$ cat src/rtl/fxp_pkg.sv
package fxp_pkg;
    localparam int unsigned DEF_OPW  = 16;
    localparam int unsigned DEF_ACCW = 40;

    typedef enum logic {
        LIM_WIDE   = 1'b0,
        LIM_NARROW = 1'b1
    } lim_sel_e;

    typedef enum logic {
        RND_TWOS = 1'b0,
        RND_CONV = 1'b1
    } rnd_kind_e;
endpackage

$ cat src/rtl/fxp_prod_unit.sv
module fxp_prod_unit #(
    parameter int unsigned OPW = fxp_pkg::DEF_OPW
) (
    input  logic               frac_mode,
    input  logic               rnd_en,
    input  logic [2*OPW-1:0]   raw,
    output logic [2*OPW-1:0]   prod,
    output logic [OPW-1:0]     hi,
    output logic               clamped
);
    localparam int unsigned PRW = 2 * OPW;

    logic [PRW-1:0] shifted;
    logic [OPW:0]   sum;
    logic [OPW-1:0] hi_max;

    always_comb begin
        shifted = frac_mode ? {raw[PRW-2:0], 1'b0} : raw;
        clamped = frac_mode & (raw[PRW-1] ^ raw[PRW-2]);
        if (clamped) begin
            prod = raw[PRW-1] ? {1'b1, {(PRW-1){1'b0}}} : {1'b0, {(PRW-1){1'b1}}};
        end else begin
            prod = shifted;
        end
        hi_max = {1'b0, {(OPW-1){1'b1}}};
        sum    = {prod[PRW-1], prod[PRW-1:OPW]} + {{OPW{1'b0}}, prod[OPW-1]};
        if (!rnd_en) begin
            hi = prod[PRW-1:OPW];
        end else if (sum[OPW] != sum[OPW-1]) begin
            hi = hi_max;
        end else begin
            hi = sum[OPW-1:0];
        end
    end
endmodule

$ cat src/rtl/fxp_acc_round.sv
module fxp_acc_round #(
    parameter int unsigned OPW  = fxp_pkg::DEF_OPW,
    parameter int unsigned ACCW = fxp_pkg::DEF_ACCW
) (
    input  logic              rnd_en,
    input  fxp_pkg::rnd_kind_e kind,
    input  logic [ACCW:0]     a,
    output logic [ACCW+1:0]   r
);
    localparam int unsigned EXTW = ACCW + 2;

    logic [EXTW-1:0] ext;
    logic [EXTW-1:0] half;
    logic [EXTW-1:0] sum;
    logic            tie;
    logic            keep_even;

    always_comb begin
        ext       = {a[ACCW], a};
        half      = EXTW'(1) << (OPW - 1);
        tie       = (a[OPW-1:0] == half[OPW-1:0]);
        keep_even = (kind == fxp_pkg::RND_CONV) & tie & ~a[OPW];
        sum       = ext + (keep_even ? '0 : half);
        r         = rnd_en ? {sum[EXTW-1:OPW], {OPW{1'b0}}} : ext;
    end
endmodule

$ cat src/rtl/fxp_acc_sat.sv
module fxp_acc_sat #(
    parameter int unsigned OPW  = fxp_pkg::DEF_OPW,
    parameter int unsigned ACCW = fxp_pkg::DEF_ACCW
) (
    input  logic               sat_en,
    input  fxp_pkg::lim_sel_e  sel,
    input  logic [ACCW+1:0]    r,
    output logic [ACCW-1:0]    y,
    output logic               ovf_n,
    output logic               ovf_w
);
    localparam int unsigned EXTW = ACCW + 2;
    localparam int unsigned LW   = 2 * OPW;
    localparam int unsigned TOPW = EXTW - ACCW + 1;
    localparam int unsigned TOPN = EXTW - LW + 1;

    logic            neg;
    logic [ACCW-1:0] max_n, min_n, max_w, min_w;

    always_comb begin
        neg   = r[EXTW-1];
        ovf_w = (r[EXTW-1:ACCW-1] != {TOPW{neg}});
        ovf_n = (r[EXTW-1:LW-1]   != {TOPN{neg}});
        max_n = {{(ACCW-LW+1){1'b0}}, {(LW-1){1'b1}}};
        min_n = {{(ACCW-LW+1){1'b1}}, {(LW-1){1'b0}}};
        max_w = {1'b0, {(ACCW-1){1'b1}}};
        min_w = {1'b1, {(ACCW-1){1'b0}}};
        y     = r[ACCW-1:0];
        if (sat_en) begin
            if (sel == fxp_pkg::LIM_NARROW) begin
                if (ovf_n) y = neg ? min_n : max_n;
            end else begin
                if (ovf_w) y = neg ? min_w : max_w;
            end
        end
    end
endmodule

$ cat src/rtl/fxp_satround.sv
module fxp_satround #(
    parameter int unsigned OPW  = fxp_pkg::DEF_OPW,
    parameter int unsigned ACCW = fxp_pkg::DEF_ACCW
) (
    input  logic              clk,
    input  logic              rst_n,
    input  logic              frac_mode,
    input  logic [2*OPW-1:0]  prod_in,
    input  logic [ACCW:0]     acc_in,
    input  logic              rnd_en,
    input  logic              rnd_conv,
    input  logic              sat_en,
    input  logic              sat_sel32,
    output logic [2*OPW-1:0]  prod_q,
    output logic [OPW-1:0]    prod_hi_q,
    output logic              prod_ovf_q,
    output logic [ACCW-1:0]   acc_q,
    output logic              acc_ovf32_q,
    output logic              acc_ovf40_q
);
    localparam int unsigned PRW  = 2 * OPW;
    localparam int unsigned EXTW = ACCW + 2;
    localparam int unsigned LW   = 2 * OPW;

    typedef struct packed {
        logic [PRW-1:0]  prod;
        logic [OPW-1:0]  hi;
        logic            povf;
        logic [ACCW-1:0] acc;
        logic            ovf_n;
        logic            ovf_w;
    } out_t;

    out_t st_d, st_q;

    logic [PRW-1:0]  prod_w;
    logic [OPW-1:0]  hi_w;
    logic            povf_w;
    logic [EXTW-1:0] rnd_w;
    logic [ACCW-1:0] acc_w;
    logic            ovfn_w, ovfw_w;

    fxp_prod_unit #(.OPW(OPW)) u_prod (
        .frac_mode (frac_mode),
        .rnd_en    (rnd_en),
        .raw       (prod_in),
        .prod      (prod_w),
        .hi        (hi_w),
        .clamped   (povf_w)
    );

    fxp_acc_round #(.OPW(OPW), .ACCW(ACCW)) u_round (
        .rnd_en (rnd_en),
        .kind   (rnd_conv ? fxp_pkg::RND_CONV : fxp_pkg::RND_TWOS),
        .a      (acc_in),
        .r      (rnd_w)
    );

    fxp_acc_sat #(.OPW(OPW), .ACCW(ACCW)) u_sat (
        .sat_en (sat_en),
        .sel    (sat_sel32 ? fxp_pkg::LIM_NARROW : fxp_pkg::LIM_WIDE),
        .r      (rnd_w),
        .y      (acc_w),
        .ovf_n  (ovfn_w),
        .ovf_w  (ovfw_w)
    );

    always_comb begin
        st_d       = st_q;
        st_d.prod  = prod_w;
        st_d.hi    = hi_w;
        st_d.povf  = povf_w;
        st_d.acc   = acc_w;
        st_d.ovf_n = ovfn_w;
        st_d.ovf_w = ovfw_w;
    end

    always_ff @(posedge clk or negedge rst_n) begin
        if (!rst_n) st_q <= '0;
        else        st_q <= st_d;
    end

    assign prod_q      = st_q.prod;
    assign prod_hi_q   = st_q.hi;
    assign prod_ovf_q  = st_q.povf;
    assign acc_q       = st_q.acc;
    assign acc_ovf32_q = st_q.ovf_n;
    assign acc_ovf40_q = st_q.ovf_w;

    AST_PROD_CORNER: assert property (@(posedge clk) disable iff (!rst_n)
        (frac_mode && !prod_in[PRW-1] && prod_in[PRW-2])
        |=> (prod_q == {1'b0, {(PRW-1){1'b1}}}) && prod_ovf_q);

    AST_FLAG_NEST: assert property (@(posedge clk) disable iff (!rst_n)
        acc_ovf40_q |-> acc_ovf32_q);

    AST_NARROW_RANGE: assert property (@(posedge clk) disable iff (!rst_n)
        (sat_en && sat_sel32)
        |=> (acc_q[ACCW-1:LW-1] == {(ACCW-LW+1){acc_q[ACCW-1]}}));

    AST_WIDE_SIGN: assert property (@(posedge clk) disable iff (!rst_n)
        (sat_en && !sat_sel32 && !rnd_en)
        |=> (acc_q[ACCW-1] == $past(acc_in[ACCW])));

    AST_RND_LOW_CLEAR: assert property (@(posedge clk) disable iff (!rst_n)
        (rnd_en && !sat_en) |=> (acc_q[OPW-1:0] == '0));

    AST_PASS_THROUGH: assert property (@(posedge clk) disable iff (!rst_n)
        (!rnd_en && !sat_en) |=> (acc_q == $past(acc_in[ACCW-1:0])));
endmodule

$ cat config.mk
export PLATFORM = sky130hd
export DESIGN_NAME = fxp_satround
export DESIGN_NICKNAME = d
export VERILOG_FILES = /design/src/rtl/fxp_pkg.sv /design/src/rtl/fxp_prod_unit.sv /design/src/rtl/fxp_acc_round.sv /design/src/rtl/fxp_acc_sat.sv /design/src/rtl/fxp_satround.sv
export SDC_FILE = /design/constraint.sdc
export NUM_CORES = 1
export LEC_CHECK = 0
export ABC_AREA = 1
export BUFFER_PORTS_ARGS = -buffer_cell sky130_fd_sc_hd__buf_4
export CORE_AREA = 2 2 151 94
export CTS_BUF_LIST = sky130_fd_sc_hd__clkbuf_16
export DETAILED_ROUTE_END_ITERATION = 10
export DIE_AREA = 0 0 153 96
export GPL_TIMING_DRIVEN = 0
export PLACE_DENSITY = 0.73
export SYNTH_ARGS = -nofsm -noshare
export SYNTH_HDL_FRONTEND = slang
export SYNTH_SLANG_ARGS = --single-unit
export TNS_END_PERCENT = 1
$ cat constraint.sdc
create_clock -name clk -period 0.8 [get_ports clk]
set_clock_uncertainty 0.15 [all_clocks]
set_input_delay 0.16 -clock clk [delete_from_list [all_inputs] [get_ports clk]]
set_output_delay 0.16 -clock clk [all_outputs]
set_load 0.02 [all_outputs]
=== After elaboration in Yosys (flattened, before gate mapping) ===
Index checks and enable logic that the tools add are counted.

* Flip-flop bits (word level): 91
* Bits in latches: 0
* Memory bits (writable): 0
* Bits in read-only memories: 0
* Word-level logic and storage cells: 32
* Memories kept: 0

* $add $sub $neg: 2
* Multipliers: 0
* Div/mod/pow operators: 0
* $lt $le $gt $ge: 0
* Equality and inequality tests: 4
* Shift operators: 0
* Multiplexer cells: 15
* Bitwise gates (word level): 5
* Reductions and logical operators: 0

{| class="wikitable"
|+ Operator list
! kind !! number
|-
| 2-to-1 mux 40 bit || 6
|-
| 2-to-1 mux 32 bit || 3
|-
| 2-to-1 mux 16 bit || 3
|-
| adder 42 bit || 1
|-
| 2-to-1 mux 42 bit || 1
|-
| adder 16 x 2 -> 17 bit || 1
|-
| == test 16 bit, second input constant || 1
|-
| != test 10 bit || 1
|-
| bitwise AND 1 bit || 3
|-
| 2-to-1 mux 1 bit || 2
|-
| != test 2 bit || 1
|-
| != test 1 bit || 1
|-
| inverter 1 bit || 1
|-
| XOR 1 bit || 1
|}

=== Logic depth before layout (Yosys ltp) ===
Gate-level depths: netlist (run 1).

* Depth after elaboration: 10
* Mapped depth: 19
* Gate-level depth less buffers: 18

=== Modules after synthesis ===
A second synthesis (run 1) with hierarchy kept.

* Cell total of the unflattened synthesis: 832
* Area total of the unflattened synthesis: 5775.5 µm²

{| class="wikitable"
|+ By module, submodules not included
! module !! times used !! cells an instance !! area an instance (µm²)
|-
| fxp_satround || 1 || 91 || 2277.2
|-
| fxp_acc_sat || 1 || 307 || 1363.8
|-
| fxp_prod_unit || 1 || 247 || 1233.7
|-
| fxp_acc_round || 1 || 187 || 900.9
|}

=== Worst setup path before layout (run 1) ===
No wires, ideal clock.

* Path kind: input to register
* Start point: input frac_mode
* End point: register st_q, in the netlist prod_hi_q[12]
* Setup time: 0.138 ns
* Data arrival time: 2.803 ns
* Data required time: 0.512 ns
* Slack: -2.291 ns
* Stages: 16
* Cell sequence: buf_2 > clkbuf_1 > clkbuf_1 > nand3_1 > nand3_1 > ha_1 > ha_1 > nand2_1 > nor3_1 > nand4_1 > nor2_1 > a21oi_1 > ha_1 > nand2_1 > clkbuf_1 > nand3_1

* Longest elaborated chain between the ends: 6

{| class="wikitable"
|+ Ends and longest elaborated chain
! what !! line !! text
|-
| start, declared || fxp_satround.sv:7 || <nowiki>input logic frac_mode,</nowiki>
|-
| 2-to-1 mux 32 bit or bitwise AND 1 bit (tied branches) || fxp_prod_unit.sv:18, fxp_prod_unit.sv:19 ||
|-
| 2-to-1 mux 32 bit (*) || fxp_prod_unit.sv:20 || <nowiki>if (clamped) begin</nowiki>
|-
| named net prod_w[15] || fxp_satround.sv:36 || <nowiki>logic [PRW-1:0] prod_w;</nowiki>
|-
| adder 16 x 2 -> 17 bit (*) || fxp_prod_unit.sv:26 || <nowiki>sum = {prod[PRW-1], prod[PRW-1:OPW]} + {{OPW{1'b0}}, prod[OPW-1]};</nowiki>
|-
| != test 1 bit || fxp_prod_unit.sv:29 || <nowiki>end else if (sum[OPW] != sum[OPW-1]) begin</nowiki>
|-
| 2-to-1 mux 16 bit (*) || fxp_prod_unit.sv:29 ||
|-
| 2-to-1 mux 16 bit (*) || fxp_prod_unit.sv:27 || <nowiki>if (!rnd_en) begin</nowiki>
|-
| named net hi_w[12] || fxp_satround.sv:37 || <nowiki>logic [OPW-1:0] hi_w;</nowiki>
|-
| end signal, assigned || fxp_satround.sv:80 || <nowiki>else st_q <= st_d;</nowiki>
|-
| end, declared || fxp_satround.sv:34 || <nowiki>out_t st_d, st_q;</nowiki>
|}

Mark *: on every way through the listed nets, which the timed path passes. The rest lies on a longest branch.

=== Worst setup path in the final report (run 1) ===
* Start point: input prod_in[30]
* End point: register st_q, in the netlist prod_hi_q[0]

* Longest elaborated chain between the ends: 7

{| class="wikitable"
|+ Ends and longest elaborated chain
! what !! line !! text
|-
| start, declared || fxp_satround.sv:8 || <nowiki>input logic [2*OPW-1:0] prod_in,</nowiki>
|-
| XOR 1 bit (*) || fxp_prod_unit.sv:19 || <nowiki>clamped = frac_mode & (raw[PRW-1] ^ raw[PRW-2]);</nowiki>
|-
| bitwise AND 1 bit (*) || fxp_prod_unit.sv:19 ||
|-
| 2-to-1 mux 32 bit (*) || fxp_prod_unit.sv:20 ||
|-
| named net prod_w[15] || fxp_satround.sv:36 ||
|-
| adder 16 x 2 -> 17 bit (*) || fxp_prod_unit.sv:26 ||
|-
| != test 1 bit || fxp_prod_unit.sv:29 ||
|-
| 2-to-1 mux 16 bit (*) || fxp_prod_unit.sv:29 ||
|-
| 2-to-1 mux 16 bit (*) || fxp_prod_unit.sv:27 ||
|-
| named net hi_w[0] || fxp_satround.sv:37 ||
|}

Marks and branches as above.

==> reports/results.txt, run 1 <==
The routed wire length is 18900 um, and the sequential cell area fraction in the yosys report is 38.5%. The global router's overall resource usage is 25.7%, and the stage delay of the slowest cell on the critical path is 0.27 ns. In the routed design, unresolved DRC markers number 0. In this run, synthesis inferred 0 flip-flops with an integrated enable. The worst path in the final design needs a cycle of 2.53 ns, including I/O delays and setup. The transition at the pin with the smallest max-transition slack was 0.829 ns; the layout cell share with drive strength beyond 1 was 35.6%. The synthesized design contains 91 register bits.

The longest clock path from root to sink contains 2 buffers. Clock slew at the register clock pins of the worst setup and hold paths: 0.08 ns. The kind of capture point of the worst setup path was a flop.

Static timing analysis puts the maximum clock frequency at 395 MHz. Dividing total power by cell area gives a power density of 1600 nW/um^2. During synthesis, Yosys emitted a total of 0 warnings. The final critical-path setup slack was -1.73 ns; the floorplan die width was 153 um. When the netlist entered floorplanning its net count stood at 904. The count of port buffers added during placement is 169. The worst setup path is launched from an input port. The pre-antenna-repair detailed-routing pass consisted of 6 iterations. The maximum vdd drop is 1.04 mV, and the core region area is 13300 um^2. The initial utilization of the core area, before any placement, comes to 44.3%.

The clock tree root buffer cell was sky130_fd_sc_hd__clkbuf_16. The number of failing hold endpoints at the final stage came out at 112. The run gives 6251 as the routed via count. The finished layout holds 1210 standard cells, fillers aside. The number of global-route vias before repair is 5728, and the synthesized netlist cell count is 821.

Critical path's slowest cell: sky130_fd_sc_hd__ha_4. Most instantiated flip-flop cell in the synthesis netlist: sky130_fd_sc_hd__dfrtp_1. The first routing iteration left 458 violations. CTS saw 91 sinks. The first global-routing pass estimated 29700 um of wire. The worst hold slack after final layout is -0.280 ns.

For the number of placed I/O pins, the log shows 171. In this run the static leakage power is 4.48 nW. STA puts the critical path data required time at 0.88 ns. The worst-case headroom to the max-slew limit is 44.7%.

The count of buffering cells on the critical path with inverters included came out at 6. Walking the worst path, the cells encountered are buf_8 -> inv_4 -> nand2_8 -> nand2_8 -> nor2_4 -> nand2_4 -> clkbuf_16 -> buf_8 -> nand3_4 -> ha_4 -> nand3_4 -> nor3_4 -> nand4_1 -> inv_2 -> nand2_1 -> xor2_2 -> ha_4 -> buf_4 -> o21ai_0 -> nand2_1. The post-route antenna net violation count came out at 0.

Ranked by total cell area, the synthesized netlist is headed by sky130_fd_sc_hd__dfrtp_1, sky130_fd_sc_hd__nand2_1, sky130_fd_sc_hd__nand3_1, sky130_fd_sc_hd__nor2_1, sky130_fd_sc_hd__nor2_4. After synthesis, the netlist uses 40 different library cells. Mean area per synthesized cell: 7.20 um^2. TritonCTS built the clock tree. After layout, the worst path uses 316% of the clock period.

Across the run, the number of max-cap violations was 0. The height of the die is 96 um. The synthesized netlist occupies a cell area of 5910 um^2. Total number of nets in the final design: 1113. The average wire per standard cell came out at 15.6 um.

The share of the synthesized area in the top cell type was 38.5%; the final max-slew violation count was 0. The flow ran to the end, but the final reports show violations. For this run the aggregate overflow at the end of global routing stands at 0.

Once placement completed, the tool counted placed cells totaling 1165. Setup repair after global routing could not meet its margin everywhere. From synthesis to final layout, the design area changed by 49.0%. The post-DP HPWL was 13400 um.

0 antenna diodes ended up in the layout. CTS built an H-tree with a depth of 3. The die covers 14700 um^2. The checks that failed: hold timing, setup timing. The total negative slack for setup checks is -122.22 ns, and the final weighted congestion of routability-driven global placement is 0.896. Counting flops with an async set or reset pin after synthesis yields a share of 100%. Entering global routing, the biggest net connects 92 pins.

After floorplanning, the core was divided into 33 placement rows. Data arrives at the worst endpoint at 2.61 ns. By startpoint and endpoint, the worst setup path is classified as input port to flop. The worst hold path belongs to the class input port to asynchronous set/reset pin. The kind of cell adding the most delay to the critical path is simple AND/OR/NAND/NOR gates.

The initial antenna violation count was 0; the largest fanout of any net on the critical path was 4. Clock tree synthesis inserted a total of 9 buffers. The mean number of vias per cell is 5.17.

The total setup violations reported at the end of the flow is 180. The synthesized design spends more area on one cell type than any other, namely sky130_fd_sc_hd__dfrtp_1.
## worst max-delay path by stage
stage           startpoint                 endpoint  depth (start not counted)
2_1_floorplan  prod_in[30]  prod_hi_q[10]$_DFF_PN0_                         19
3_3_place_gp     frac_mode   prod_hi_q[5]$_DFF_PN0_                         17
3_5_place_dp   prod_in[31]  prod_hi_q[11]$_DFF_PN0_                         17
4_1_cts        prod_in[31]  prod_hi_q[11]$_DFF_PN0_                         20
5_1_grt        prod_in[31]   prod_hi_q[0]$_DFF_PN0_                         20
6_report       prod_in[30]   prod_hi_q[0]$_DFF_PN0_                         20
## cell type report
cell class / instances / area (um^2)
clock buffer: 9 / 225
tap: 175 / 219
buffer: 42 / 379
clock inverter: 7 / 58.8
multi-input combinational: 613 / 3480
fill: 1142 / 4530
timing repair buffer: 198 / 1870
inverter: 75 / 297
sequential: 91 / 2280
## registers in the layout (all words and copies together) (netlist names)
signal and flops:
prod_q 32, prod_hi_q 16, acc_ovf40_q 1, acc_ovf32_q 1, acc_q 40, prod_ovf_q 1
## cell usage after synthesis, types with 2 or more instances
| cell | n |
|---|---|
| sky130_fd_sc_hd__dfrtp_1 | 91 |
| sky130_fd_sc_hd__a31oi_1 | 2 |
| sky130_fd_sc_hd__nand4_1 | 35 |
| sky130_fd_sc_hd__nand2_1 | 250 |
| sky130_fd_sc_hd__nand3_1 | 84 |
| sky130_fd_sc_hd__xnor2_1 | 4 |
| sky130_fd_sc_hd__inv_1 | 67 |
| sky130_fd_sc_hd__a21oi_2 | 2 |
| sky130_fd_sc_hd__ha_1 | 3 |
| sky130_fd_sc_hd__mux2i_1 | 4 |
| sky130_fd_sc_hd__nor3_1 | 7 |
| sky130_fd_sc_hd__buf_4 | 2 |
| sky130_fd_sc_hd__buf_6 | 4 |
| sky130_fd_sc_hd__a21oi_1 | 5 |
| sky130_fd_sc_hd__o21ai_2 | 2 |
| sky130_fd_sc_hd__o21ai_1 | 4 |
| sky130_fd_sc_hd__clkbuf_1 | 18 |
| sky130_fd_sc_hd__nor2_2 | 21 |
| sky130_fd_sc_hd__xor2_1 | 12 |
| sky130_fd_sc_hd__o21ai_0 | 31 |
| sky130_fd_sc_hd__buf_2 | 12 |
| sky130_fd_sc_hd__inv_2 | 7 |
| sky130_fd_sc_hd__nor4_1 | 2 |
| sky130_fd_sc_hd__buf_12 | 2 |
| sky130_fd_sc_hd__nor2_1 | 94 |
| sky130_fd_sc_hd__nand2_2 | 5 |
| sky130_fd_sc_hd__nand2_4 | 3 |
| sky130_fd_sc_hd__nor2_4 | 26 |
| sky130_fd_sc_hd__o211ai_1 | 7 |
| sky130_fd_sc_hd__buf_1 | 4 |
| sky130_fd_sc_hd__nand3_4 | 2 |
## metal layers
layer / up-vias / part of all wire (%) / global-route usage, %
met5: - / 0 / 0
met3: 17 / 8.2 / 5.40
met1: 2908 / 49 / 39.3
met2: 294 / 41 / 37.5
met4: 0 / 1.1 / 5.09
li1: 3032 / - / -
## placed cells by master, fill, tap and decap left out, drive strengths merged, types with 3 or more instances in the layout
| master | Yosys | layout |
|---|---|---|
| dfrtp | 91 | 91 |
| buf | 24 | 223 |
| mux2i | 4 | 4 |
| nor2 | 142 | 142 |
| nand4 | 37 | 37 |
| nand3 | 87 | 87 |
| a21oi | 7 | 7 |
| nand2 | 258 | 258 |
| nor3 | 7 | 7 |
| inv | 74 | 78 |
| ha | 3 | 3 |
| xor2 | 12 | 12 |
| xnor2 | 4 | 4 |
| o211ai | 7 | 7 |
| o21ai | 37 | 37 |
| clkbuf | 18 | 26 |
## cells by family (layout without fill, tap and decap cells)
kind of cell,Yosys count,count (layout),share of synthesized area (%)
AO/OA/AOI/OAI,54,54,5.21
AND/OR/NAND/NOR,536,536,43.7
flip-flops,91,91,38.5
adder cells (fa/ha/maj),3,3,0.635
buffers and inverters,117,331,8.87
multiplexers,4,4,0.677
XOR/XNOR,16,16,2.37
## per-stage QoR
stage                     setup WS (ns)  instance area, um^2  utilization (%)  hold slack, ns  total power, mW
final                             -1.73                 8810             66.1          -0.280             14.1
after global routing              -1.84                 8810             66.1          -0.203             14.7
after CTS                         -1.72                 8650             64.9          -0.221             14.0
after detailed placement          -2.52                 7500             56.3           0.238             9.13
after global placement            -2.49                 7500             56.3           0.227             9.08
after floorplan                   -1.84                 6020                -          -0.286             7.46
## report_power, final
part / internal [mW] / total, mW / leakage (nW) / switching [mW]
sequential: 5.05 / 5.27 / 1.07 / 0.226
combinational: 1.99 / 4.58 / 3.28 / 2.59
clock: 2.17 / 4.23 / 0.134 / 2.07
total: 9.20 / 14.1 / 4.48 / 4.88
## timing repair
| action | CTS | global route |
|---|---|---|
| gates resized for setup | 163 | 39 |
| hold endpoints to repair | 113 | 112 |
| setup endpoints to repair | 271 | 179 |
| buffers inserted | 27 | 3 |
| cloned | 1 | 0 |
| pin swaps | 19 | 16 |
Note: power is estimated with default switching activity, not from simulation.
==> inputs of run 2 (changes only) <==
--- a/config.mk
+++ b/config.mk
@@ -7,12 +7,12 @@
 export LEC_CHECK = 0
 export ABC_AREA = 1
 export BUFFER_PORTS_ARGS = -buffer_cell sky130_fd_sc_hd__buf_4
-export CORE_AREA = 2 2 151 94
+export CORE_AREA = 2 2 147 91
 export CTS_BUF_LIST = sky130_fd_sc_hd__clkbuf_16
 export DETAILED_ROUTE_END_ITERATION = 10
-export DIE_AREA = 0 0 153 96
+export DIE_AREA = 0 0 149 93
 export GPL_TIMING_DRIVEN = 0
-export PLACE_DENSITY = 0.73
+export PLACE_DENSITY_LB_ADDON = 0.05
 export SYNTH_ARGS = -nofsm -noshare
 export SYNTH_HDL_FRONTEND = slang
 export SYNTH_SLANG_ARGS = --single-unit
==> run 2 against run 1 <==
- the run still ends with hold timing, setup timing left
- critical path depth fell by 1
- largest cell class unchanged
- routed wire length shrank 3.7%
- critical path type unchanged
- worst hold slack about the same
- final area decreased by 0.92%
- die area fell by 5.7%
- sequential share of layout area is 0.24 points higher
==> reports/results.txt, run 2 (synthesis results as in run 1) <==
The flow ran to the end, but the final reports show violations. Failing checks: hold timing, setup timing (unchanged). The number of clock sinks came out at 91 (unchanged).

The critical path launch point was prod_in[30] (unchanged). Mean number of vias per cell: 5.13 (was 5.17). The largest fanout of any net on the critical path works out to 10 (was 4).

The tools report the kind of capture point of the worst setup path as a flop (unchanged). The run gives 4.70 mW (was 4.88 mW) as the total net switching power. Number of failing hold endpoints at the final stage: 115 (was 112).

The number of placed I/O pins is 171 (unchanged). Most used cells in the layout excluding fill and tap cells: sky130_fd_sc_hd__nand2_1, sky130_fd_sc_hd__buf_4, sky130_fd_sc_hd__buf_6, sky130_fd_sc_hd__nor2_1, sky130_fd_sc_hd__dfrtp_1 (was sky130_fd_sc_hd__nand2_1, sky130_fd_sc_hd__buf_6, sky130_fd_sc_hd__buf_4, sky130_fd_sc_hd__dfrtp_1, sky130_fd_sc_hd__nor2_1). The type of the most critical hold path is input port to asynchronous set/reset pin (unchanged). The final max-slew violation count is 0 (unchanged), and the switching power as a share of total power is 32.5% (was 34.7%). The largest net degree at the start of global routing was 92 (unchanged); the initial standard-cell utilization of the core was 47.0% (was 44.3%).

The cell type with the highest occurrence count on the critical path was sky130_fd_sc_hd__nand3_4. The stage delay of the slowest cell on the critical path works out to 0.34 ns (was 0.27 ns). The tools report the data arrival time of the critical path as 2.61 ns (about the same). The final critical-path setup slack came out at -1.74 ns (was -1.73 ns). Required time of the worst setup path: 0.88 ns (about the same).

Ratio of total power to cell area: 1660 nW/um^2 (was 1600 nW/um^2). The detailed-route DRC error count came out at 0 (unchanged). Clock tree root buffer cell: sky130_fd_sc_hd__clkbuf_16 (unchanged).

The tools report the area of the die as 13900 um^2 (was 14700 um^2). The overflow left after global routing is 0 (unchanged), and the count of port buffers added during placement is 169 (unchanged). The logs give 394 MHz (was 395 MHz) for the upper clock frequency limit and 1110 (was 1113) for the total number of nets in the final design. The count of H-tree levels built during CTS is 3 (unchanged). The layout cell share with drive strength beyond 1 is 34.1% (was 35.6%), and the combinational cell fraction of total power is 31.0% (was 32.5%). The internal power component was 9.76 mW (was 9.20 mW). CP cell instances: buf_8 -> inv_4 -> nand2_4 -> nand2_4 -> buf_4 -> clkbuf_8 -> nand3_4 -> nand3_4 -> ha_4 -> nand3_4 -> nor3_4 -> nand4_1 -> inv_1 -> nand2_1 -> xor2_1 -> ha_1 -> buf_4 -> o21ai_0 -> nand2_1 (was buf_8 -> inv_4 -> nand2_8 -> nand2_8 -> nor2_4 -> nand2_4 -> clkbuf_16 -> buf_8 -> nand3_4 -> ha_4 -> nand3_4 -> nor3_4 -> nand4_1 -> inv_2 -> nand2_1 -> xor2_2 -> ha_4 -> buf_4 -> o21ai_0 -> nand2_1). The tools report the total setup violations reported at the end of the flow as 179 (was 180). The average wire per standard cell is 15.1 um (was 15.6 um).

The clock slew at the register clock pins of the worst setup and hold paths was 0.07 ns (was 0.08 ns); the clock network fraction of total power was 32.6% (was 30.1%). The run gives 5600 (was 5728) as the number of global-route vias before repair. Setup repair after global routing could not meet its margin everywhere. The count of buffering cells on the critical path with inverters included was 6 (unchanged); the routed wire length was 18200 um (was 18900 um).

The post-layout total power is 14.5 mW (was 14.1 mW), and the maximum number of buffers from clock root to sink is 2 (unchanged). The worst-case headroom to the max-slew limit came out at 43.7% (was 44.7%). The run gives -0.280 ns (about the same) as the worst hold slack after final layout. The critical path's slowest cell is sky130_fd_sc_hd__ha_1 (was sky130_fd_sc_hd__ha_4). Floorplan die width: 149 um (was 153 um). The tools report the global-route wire length before repair as 28900 um (was 29700 um). The logs give 36.5% (was 37.4%) for the register share of total power and 32 (was 33) for the standard-cell row count.

The number of flip-flops in the largest register came out at 40 (unchanged). The run gives 12600 um^2 (was 13300 um^2) as the core region area. The global router's overall resource usage was 26.4% (was 25.7%). The transition at the pin with the smallest max-transition slack was 0.844 ns (was 0.829 ns); the post-DP HPWL was 13100 um (was 13400 um). The initial DRC count was 461 (was 458); the routed via count was 6171 (was 6251).

Final weighted congestion of routability-driven global placement: 0.960 (was 0.896). The number of buffers inserted during clock tree synthesis came out at 9 (unchanged). The final period utilization was 317% (was 316%); the signed area change from the synthesized netlist to the final layout was 47.6% (was 49.0%). TritonCTS built the clock tree.

The max-cap check violation count came out at 0 (unchanged). Kind of cell adding the most delay to the critical path: simple AND/OR/NAND/NOR gates (unchanged). The final critical-path required period came out at 2.54 ns (was 2.53 ns).

Startpoint type of the worst setup path: an input port (unchanged). The height of the die is 93 um (was 96 um). The reported leakage power was 4.46 nW (was 4.48 nW).

For the post-route antenna net violation count, the log shows 0 (unchanged). The critical path class is input port to flop (unchanged). Leading cell type in the layout, fill and taps excluded: sky130_fd_sc_hd__nand2_1 (unchanged). The tools report the final core utilization as 69.4% (was 66.1%). The tools report the initial antenna violation count as 0 (unchanged). The antenna diode count is 0 (unchanged).

Detailed-routing iteration count for the pre-antenna-repair pass: 5 (was 6). The tools report the maximum vdd drop as 1.12 mV (was 1.04 mV).
[run 2: final timing paths]
kind	end	slack, ns	cells after the start
hold / removal	prod_q[8]$_DFF_PN0_	-0.28	1
setup / recovery	prod_hi_q[0]$_DFF_PN0_	-1.74	19
min in group clk	prod_q[0]$_DFF_PN0_	-0.12	3
max in group asynchronous	acc_q[21]$_DFF_PN0_	0.18	1
[run 2: layer usage]
metal,share of wire [%],global-route usage (%)
met3,7.5,5.32
met2,42,38.0
met4,1.7,6.43
met5,0,0
met1,49,40.5
[run 2: repair_timing]
action,4_1_cts,5_1_grt
pin swaps,16,15
endpoints found under the hold margin,114,114
buffers inserted,19,6
setup endpoints to repair,271,180
cloned,1,0
resized for setup,157,30
[run 2: cell type report]
class	instances	area (um^2)
well taps	170	213
plain buffers	42	370
repair buffers	195	1840
clock buffers	9	225
fillers	1065	3840
multi-input cells	613	3400
clock inverters	7	97.6
inverters	75	304
flip-flops and latches	91	2280
[run 2: through the flow]
stage | instance area [um^2] | hold WS [ns] | setup TNS, ns | instances | worst slack [ns]
finish | 8730 | -0.280 | -116.25 | 1202 | -1.74
CTS | 8570 | -0.219 | -116.47 | 1196 | -1.65
detailed placement | 7500 | 0.234 | -188.85 | 1160 | -2.58
floorplan | 6020 | -0.286 | -91.45 | 821 | -1.84
global placement | 7500 | 0.226 | -185.15 | 1160 | -2.53
global route | 8730 | -0.188 | -128.21 | 1202 | -1.83
[run 2: power groups by stage]
stage	Clock, mW	Combinational, mW	Sequential [mW]
after floorplan	0	1.61	5.85
after global placement	0	3.81	5.26
after detailed placement	0	3.83	5.26
after CTS	4.79	4.34	5.27
after global routing	5.02	4.84	5.31
final	4.71	4.48	5.27
